[src/rtl/conv_pkg.sv]
package conv_pkg;

    localparam int CL       = 3;
    localparam int NSYM     = 2;
    localparam int SW       = CL - 1;
    localparam int TAIL_LEN = CL - 1;
    localparam int TAIL_CW  = $clog2(TAIL_LEN + 1);

    // index NSYM-1 is emitted as the first code bit; window MSB is the newest bit
    localparam logic [NSYM-1:0][CL-1:0] GENS = {3'b111, 3'b101};

    typedef logic [SW-1:0]      state_t;
    typedef logic [NSYM-1:0]    code_t;
    typedef logic [TAIL_CW-1:0] tcnt_t;

    typedef enum logic {
        PH_DATA = 1'b0,
        PH_TAIL = 1'b1
    } phase_t;

    typedef struct packed {
        logic  last;
        code_t code;
    } sym_t;

    function automatic logic [CL-1:0] make_window(logic b, state_t s);
        return {b, s};
    endfunction

    function automatic state_t next_state(logic [CL-1:0] w);
        return w[CL-1:1];
    endfunction

endpackage

[src/rtl/conv_state_reg.sv]
module conv_state_reg
    import conv_pkg::*;
(
    input  logic         clk,
    input  logic         rst,
    input  logic         step,
    input  logic         bit_in,
    output state_t       state_q,
    output logic [CL-1:0] window
);

    assign window = make_window(bit_in, state_q);

    always_ff @(posedge clk) begin
        if (rst) begin
            state_q <= '0;
        end else if (step) begin
            state_q <= next_state(window);
        end
    end

    p_newest_enters_r4: assert property (@(posedge clk) disable iff (rst)
        step |=> state_q[SW-1] == $past(bit_in));

    p_idle_keeps_state_r12: assert property (@(posedge clk) disable iff (rst)
        !step |=> $stable(state_q));

endmodule

[src/rtl/conv_tail_ctrl.sv]
module conv_tail_ctrl
    import conv_pkg::*;
(
    input  logic   clk,
    input  logic   rst,
    input  logic   advance,
    input  logic   accept_last,
    output phase_t phase_q,
    output logic   tail_step,
    output logic   tail_final
);

    tcnt_t cnt_q;

    assign tail_step  = (phase_q == PH_TAIL) && advance;
    assign tail_final = (phase_q == PH_TAIL) && (cnt_q == tcnt_t'(1));

    always_ff @(posedge clk) begin
        if (rst) begin
            phase_q <= PH_DATA;
            cnt_q   <= '0;
        end else begin
            case (phase_q)
                PH_DATA: if (accept_last) begin
                    phase_q <= PH_TAIL;
                    cnt_q   <= tcnt_t'(TAIL_LEN);
                end
                PH_TAIL: if (advance) begin
                    cnt_q <= cnt_q - tcnt_t'(1);
                    if (cnt_q == tcnt_t'(1)) phase_q <= PH_DATA;
                end
                default: phase_q <= PH_DATA;
            endcase
        end
    end

    p_tail_count_live_r5: assert property (@(posedge clk) disable iff (rst)
        (phase_q == PH_TAIL) |-> (cnt_q != '0));

    p_last_opens_tail_r6: assert property (@(posedge clk) disable iff (rst)
        accept_last |=> (phase_q == PH_TAIL));

endmodule

[src/rtl/conv_sym_out.sv]
module conv_sym_out
    import conv_pkg::*;
(
    input  logic clk,
    input  logic rst,
    input  logic load,
    input  sym_t d,
    input  logic out_ready,
    output logic out_valid,
    output sym_t q,
    output logic advance
);

    assign advance = !out_valid || out_ready;

    always_ff @(posedge clk) begin
        if (rst) begin
            out_valid <= 1'b0;
            q         <= '0;
        end else if (advance) begin
            out_valid <= load;
            if (load) q <= d;
        end
    end

    p_stall_holds_r9: assert property (@(posedge clk) disable iff (rst)
        (out_valid && !out_ready) |=> (out_valid && $stable(q)));

endmodule

[src/rtl/conv_half_enc.sv]
module conv_half_enc
    import conv_pkg::*;
(
    input  logic       clk,
    input  logic       rst,
    input  logic       in_valid,
    output logic       in_ready,
    input  logic       in_bit,
    input  logic       in_last,
    output logic       out_valid,
    input  logic       out_ready,
    output logic [1:0] out_code,
    output logic       out_last
);

    phase_t        phase;
    logic          advance, tail_step, tail_final;
    logic          accept, step, feed_bit;
    state_t        state;
    logic [CL-1:0] window;
    code_t         code;
    sym_t          sym_d, sym_q;

    assign in_ready = advance && (phase == PH_DATA);
    assign accept   = in_valid && in_ready;
    assign step     = accept || tail_step;
    assign feed_bit = (phase == PH_TAIL) ? 1'b0 : in_bit;

    conv_state_reg u_state (
        .clk     (clk),
        .rst     (rst),
        .step    (step),
        .bit_in  (feed_bit),
        .state_q (state),
        .window  (window)
    );

    conv_tail_ctrl u_ctrl (
        .clk         (clk),
        .rst         (rst),
        .advance     (advance),
        .accept_last (accept && in_last),
        .phase_q     (phase),
        .tail_step   (tail_step),
        .tail_final  (tail_final)
    );

    for (genvar k = 0; k < NSYM; k++) begin : g_tap
        assign code[k] = ^(window & GENS[k]);
    end

    assign sym_d.code = code;
    assign sym_d.last = tail_step && tail_final;

    conv_sym_out u_out (
        .clk       (clk),
        .rst       (rst),
        .load      (step),
        .d         (sym_d),
        .out_ready (out_ready),
        .out_valid (out_valid),
        .q         (sym_q),
        .advance   (advance)
    );

    assign out_code = sym_q.code;
    assign out_last = sym_q.last;

    p_flush_to_zero_r8: assert property (@(posedge clk) disable iff (rst)
        (tail_step && tail_final) |=> (state == '0));

    p_stall_blocks_input_r9: assert property (@(posedge clk) disable iff (rst)
        (out_valid && !out_ready) |-> !in_ready);

    p_tail_blocks_input_r6: assert property (@(posedge clk) disable iff (rst)
        (phase == PH_TAIL) |-> !in_ready);

endmodule

[config.mk]
export PLATFORM = sky130hd
export DESIGN_NAME = conv_half_enc
export DESIGN_NICKNAME = d
export VERILOG_FILES = /design/src/rtl/conv_pkg.sv /design/src/rtl/conv_state_reg.sv /design/src/rtl/conv_tail_ctrl.sv /design/src/rtl/conv_sym_out.sv /design/src/rtl/conv_half_enc.sv
export SDC_FILE = /design/constraint.sdc
export NUM_CORES = 1
export LEC_CHECK = 0
export BUFFER_PORTS_ARGS = -buffer_cell sky130_fd_sc_hd__buf_2
export CORE_AREA = 3 3 40 42
export CTS_CLUSTER_SIZE = 24
export DETAILED_ROUTE_END_ITERATION = 8
export DIE_AREA = 0 0 43 45
export GPL_TIMING_DRIVEN = 0
export SYNTH_ARGS = -nofsm -noshare
export SYNTH_HDL_FRONTEND = slang
export SYNTH_SLANG_ARGS = --single-unit
[constraint.sdc]
create_clock -name clk -period 1.44 [get_ports clk]
set_input_delay 0 -clock clk [delete_from_list [all_inputs] [get_ports clk]]
set_output_delay 0 -clock clk [all_outputs]
set_load 0.01 [all_outputs]
# Word-level counts from Yosys, hierarchy flattened
# Index checks and enable logic that the tools add are counted.
op_classes:
  n_addsub: 1
  n_eq_ne: 3
  magnitude_cmp: 0
  shifts: 0
  n_bitwise: 1
  n_mux: 8
  div_mod_pow: 0
  n_mul: 0
  reduce_logical: 13
ops:
  columns: ["operator", "count"]
  rows:
  - ["1-bit logical AND", 6]
  - ["3-bit parity", 2]
  - ["1-bit 2-to-1 mux", 4]
  - ["2-bit 2-to-1 mux", 2]
  - ["2-bit one-hot mux with 2 select lines", 1]
  - ["2-bit AND reduction", 2]
  - ["2-bit by 1-bit equality test with 1-bit output (second input constant)", 1]
  - ["1-bit logical OR", 2]
  - ["2-bit by 1-bit inequality test with 1-bit output (second input constant)", 1]
  - ["2-bit inequality test (second input constant)", 1]
  - ["1-bit one-hot mux with 2 select lines", 1]
  - ["2-bit by 1-bit subtractor with 2-bit output (second input constant)", 1]
  - ["1-bit logical NOT", 1]
  - ["1-bit NOT", 1]
totals:
  out_inout_bits: 5
  ram_bits: 0
  mem_bits_ro: 0
  reg_bits: 9
  elab_cells: 32
  mem_count: 0
  latch_bits: 0
  in_bits: 6

# Longest topological paths before layout
logic_depth:
  depth_word: 7
  depth_mapped: 5

# Hierarchy
# Synthesis repeated with hierarchy kept, for this count alone.
hier_totals:
  hier_cells: 49
  area_unflattened_um2: 466.7
by_module_without_submodules:
  columns: ["module", "area_each_um2", "n_inst", "cells_per_inst"]
  rows:
  - ["conv_sym_out", 173.9, 1, 17]
  - ["conv_tail_ctrl", 152.6, 1, 16]
  - ["conv_state_reg", 90.1, 1, 9]
  - ["conv_half_enc", 50.0, 1, 7]

# Worst setup path after synthesis
# No wires, ideal clock.
synth_timing:
  path_kind: "reg2reg"
  startpoint: "reg u_ctrl.phase_q"
  endpoint: "reg u_out.q[1] (netlist bit)"
  setup_ns: 0.122
  setup_slack_ns: 0.298
  n_path_buf: 1
  period_less_slack_ns: 1.142
  arrival_time_ns: 1.020
  path_stages_with_launch: 6
  path_cell_list: "dfxtp_1 > buf_6 > nand2b_4 > xnor2_2 > nor4b_2 > a221o_1"
synth_between:
  elab_chain_cells: 5
synth_lines:
  columns: ["element", "line_no", "source"]
  rows:
  - ["start, declared", "conv_tail_ctrl.sv:8", "output phase_t phase_q,"]
  - ["start signal, assigned", "conv_tail_ctrl.sv:20", "phase_q <= PH_DATA;"]
  - ["start signal, assigned", "conv_tail_ctrl.sv:25", "phase_q <= PH_TAIL;"]
  - ["start signal, assigned", "conv_tail_ctrl.sv:30", "if (cnt_q == tcnt_t'(1)) phase_q <= PH_DATA;"]
  - ["1-bit NOT", "conv_half_enc.sv:24", "assign in_ready = advance && (phase == PH_DATA);"]
  - ["1-bit logical AND", "conv_half_enc.sv:24", null]
  - ["1-bit logical AND", "conv_half_enc.sv:25", "assign accept = in_valid && in_ready;"]
  - ["1-bit logical OR", "conv_half_enc.sv:26", "assign step = accept || tail_step;"]
  - ["2-bit AND reduction (no line)", null, null]
  - ["end signal, assigned", "conv_sym_out.sv:19", "q <= '0;"]
  - ["end signal, assigned", "conv_sym_out.sv:22", "if (load) q <= d;"]
  - ["end, declared", "conv_sym_out.sv:10", "output sym_t q,"]
# Several ways; a longest one is shown, not always the timed one.
# A chain may end at the register's enable or synchronous reset.

# Worst setup path in the final report
# Ends and elaborated chain as after synthesis.

==> impl_metrics.yaml <==
cells_and_area:
  antenna-diode-count: 0
  drive_gt1_share_pct: 34.5
  post-route-util_pct: 40.8
  nets: 66
  area_growth_pct: 22.2
setup_path:
  startpoint_type: "register"
  end_kind: "register"
  crit_arrival_ns: 1.34
  critPathRequiredTime_ns: 1.59
  crit_fanout: 8
  path_class: "register to register"
yosys:
  synthMuxAreaShare_pct: 7.29
  syn_avg_cell_area_um2: 9.75
  synth_seq_area_share_pct: 42.0
  synth_area_leader_cell: "dfxtp_1"
  synthesis.area_um2: 429
  synth_xor_area_share_pct: 3.79
  synth.top_cell.area_share_pct: 42.0
  synth_compound_area_share_pct: 13.4
  synth_cell_types: 19
  synth_fa_ha_area_share_pct: 2.92
  netlist_instances: 44
  synth_top_family_by_area: "simple AND/OR/NAND/NOR gates"
  synth_edf_count: 0
  synth_common_cells: "nor2_1 (11), dfxtp_1 (9), a32oi_1 (3), nor3_1 (3)"
  synth.area.top_cells: "dfxtp_1 (42%), nor2_1 (9.6%), a32oi_1 (6.1%)"
  yosys.area_share.simple_pct: 25.9
  ys_warn_count: 0
  synth-seq-cells: 9
  async_flop_share_pct: 0
  synth_nets: 51
  synth_most_common_cell: "nor2_1"
  synthFlopType: "dfxtp_1"
power:
  vdd.ir_drop.worst_uv: 515
  total_power_mw: 0.579
  powerDensity_nw_per_um2: 1100
  p_leak_nw: 0.225
sta:
  setup_slack_ns: 0.250
  maxSlewHeadroom_pct: 83.8
  finalSetupViolCount: 0
  min_period_ns: 1.19
  hold_viol: 0
  finalCritPeriodShare_pct: 82.6
  finalClockSkew_ns: 0.00410
  rsz0062_at_grt: "false"
  fmaxAchievable_mhz: 841
  setup_tns_ns: 0
  worst_pin_slew_ns: 0.242
  report.final.slew_viol_count: 0
clock_tree:
  cts.path.max_buffers: 2
  postCtsSetupBuffers: 0
  cts.clk_slew.worst_paths_ns: 0.06
  hold_buffers: 0
  cts.repair.resized: 0
  cts_num_sinks: 9
  cts-root-buf: "clkbuf_4"
  htree_levels: 1
  cts_inserted_buffers: 3
  clk-insertion-delay-late_ns: 0.25
  cts_tree: "yes"
placement:
  globalplace.congestion: 0.631
  dp_slack_ns: 0.257
  dp.final_hpwl_um: 595
  numPortBuffers: 10
floorplanning:
  die_w_um: 43
  num_rows: 13
  die_h_um: 45
  io_pins: 11
  die_area_um2: 1940
  initial_core_util_pct: 33.4
  fp.coreArea_um2: 1280
route:
  ant_nets: 0
  first_iter_violations: 5
  drc_errors: 0
  first_pass_iters: 4
  viasPerCell: 4.85
  wirelength_um: 752
  via_count: 354
  wl_per_cell_um: 10.3
grt:
  grt_pass1_wl_mm: 1.41
  track_usage_pct: 10.3
  antenna_found_initial: 0
  grt_pass1_vias: 349
  overflow: 0
  grt_max_degree: 11
run_status:
  status: "complete, no violations"
job:
  max-cap-violations: 0
hold_path:
  hp-class: "input port to register"
## worst max-delay path: stages (launching register included)
cell and delay (ns):
dfxtp_1 0.31, buf_6 0.13, nand2b_4 0.14, xnor2_2 0.18
nor4b_2 0.07, a221o_1 0.25
## sequential cells by signal, summed over array words and instances, names as in the netlist
register / cells
u_ctrl.cnt_q: 2
u_ctrl.phase_q: 1
u_out.out_valid: 1
u_out.q: 3
u_state.state_q: 2
## layer usage
metal / part of all wire (%) / GRT usage, % / up-vias
met5: 0 / 0 / -
met4: 3.2 / 9.04 / 0
met3: 4.7 / 3.98 / 2
met2: 45 / 15.0 / 10
met1: 47 / 11.7 / 160
li1: - / - / 182
## metrics by stage
stage	instances	instance area, um^2	hold WS (ns)
3_5_place_dp	69	498	0.289
2_1_floorplan	44	429	0.127
4_1_cts	73	524	0.0190
3_3_place_gp	69	498	0.282
5_1_grt	73	524	0.0554
6_report	73	524	0.0221
## path summary, 6_finish.rpt
path,startpoint,endpoint,cells past startpoint,slack (ns)
worst max-delay path,u_ctrl.phase_q,u_out.q[1],5,0.25
worst min-delay path,in_last,u_ctrl.phase_q,3,0.02
worst max register to register,u_ctrl.phase_q,u_out.q[1],5,0.25
worst min register to register,u_ctrl.cnt_q[1],u_ctrl.cnt_q[1],2,0.50
## area by class of cell
type | count | area, um^2
tap | 15 | 18.8
clock buffer | 4 | 26.3
buffer | 2 | 16.3
inverter | 1 | 3.75
fill | 135 | 761
multi-input combinational | 32 | 229
timing repair buffer | 10 | 50.0
sequential | 9 | 180
## placed cells by master (no fill, tap or decap), types with 2 or more instances in the layout
master and instances:
nor3_1 3, mux2i_1 2, clkbuf_4 3, nand2_1 2, buf_2 11, nor2_1 11, nor2b_1 2, a32oi_1 3
dfxtp_1 9
## power breakdown
part	leakage [nW]	total (mW)	switching, mW	internal (mW)
Combinational	0.136	0.112	0.0576	0.0540
Sequential	0.0739	0.277	0.00992	0.267
Clock	0.0150	0.190	0.0836	0.106
Total	0.225	0.579	0.151	0.428
## logic make-up (layout without fill, tap and decap cells)
logic type / after synthesis / after routing
buffers and inverters: 3 / 17
adder cells (fa/ha/maj): 1 / 1
flip-flops: 9 / 9
multiplexers: 3 / 3
AND/OR/NAND/NOR: 21 / 21
XOR/XNOR: 1 / 1
AO/OA/AOI/OAI: 6 / 6
Power figures use the tool's default switching activity.
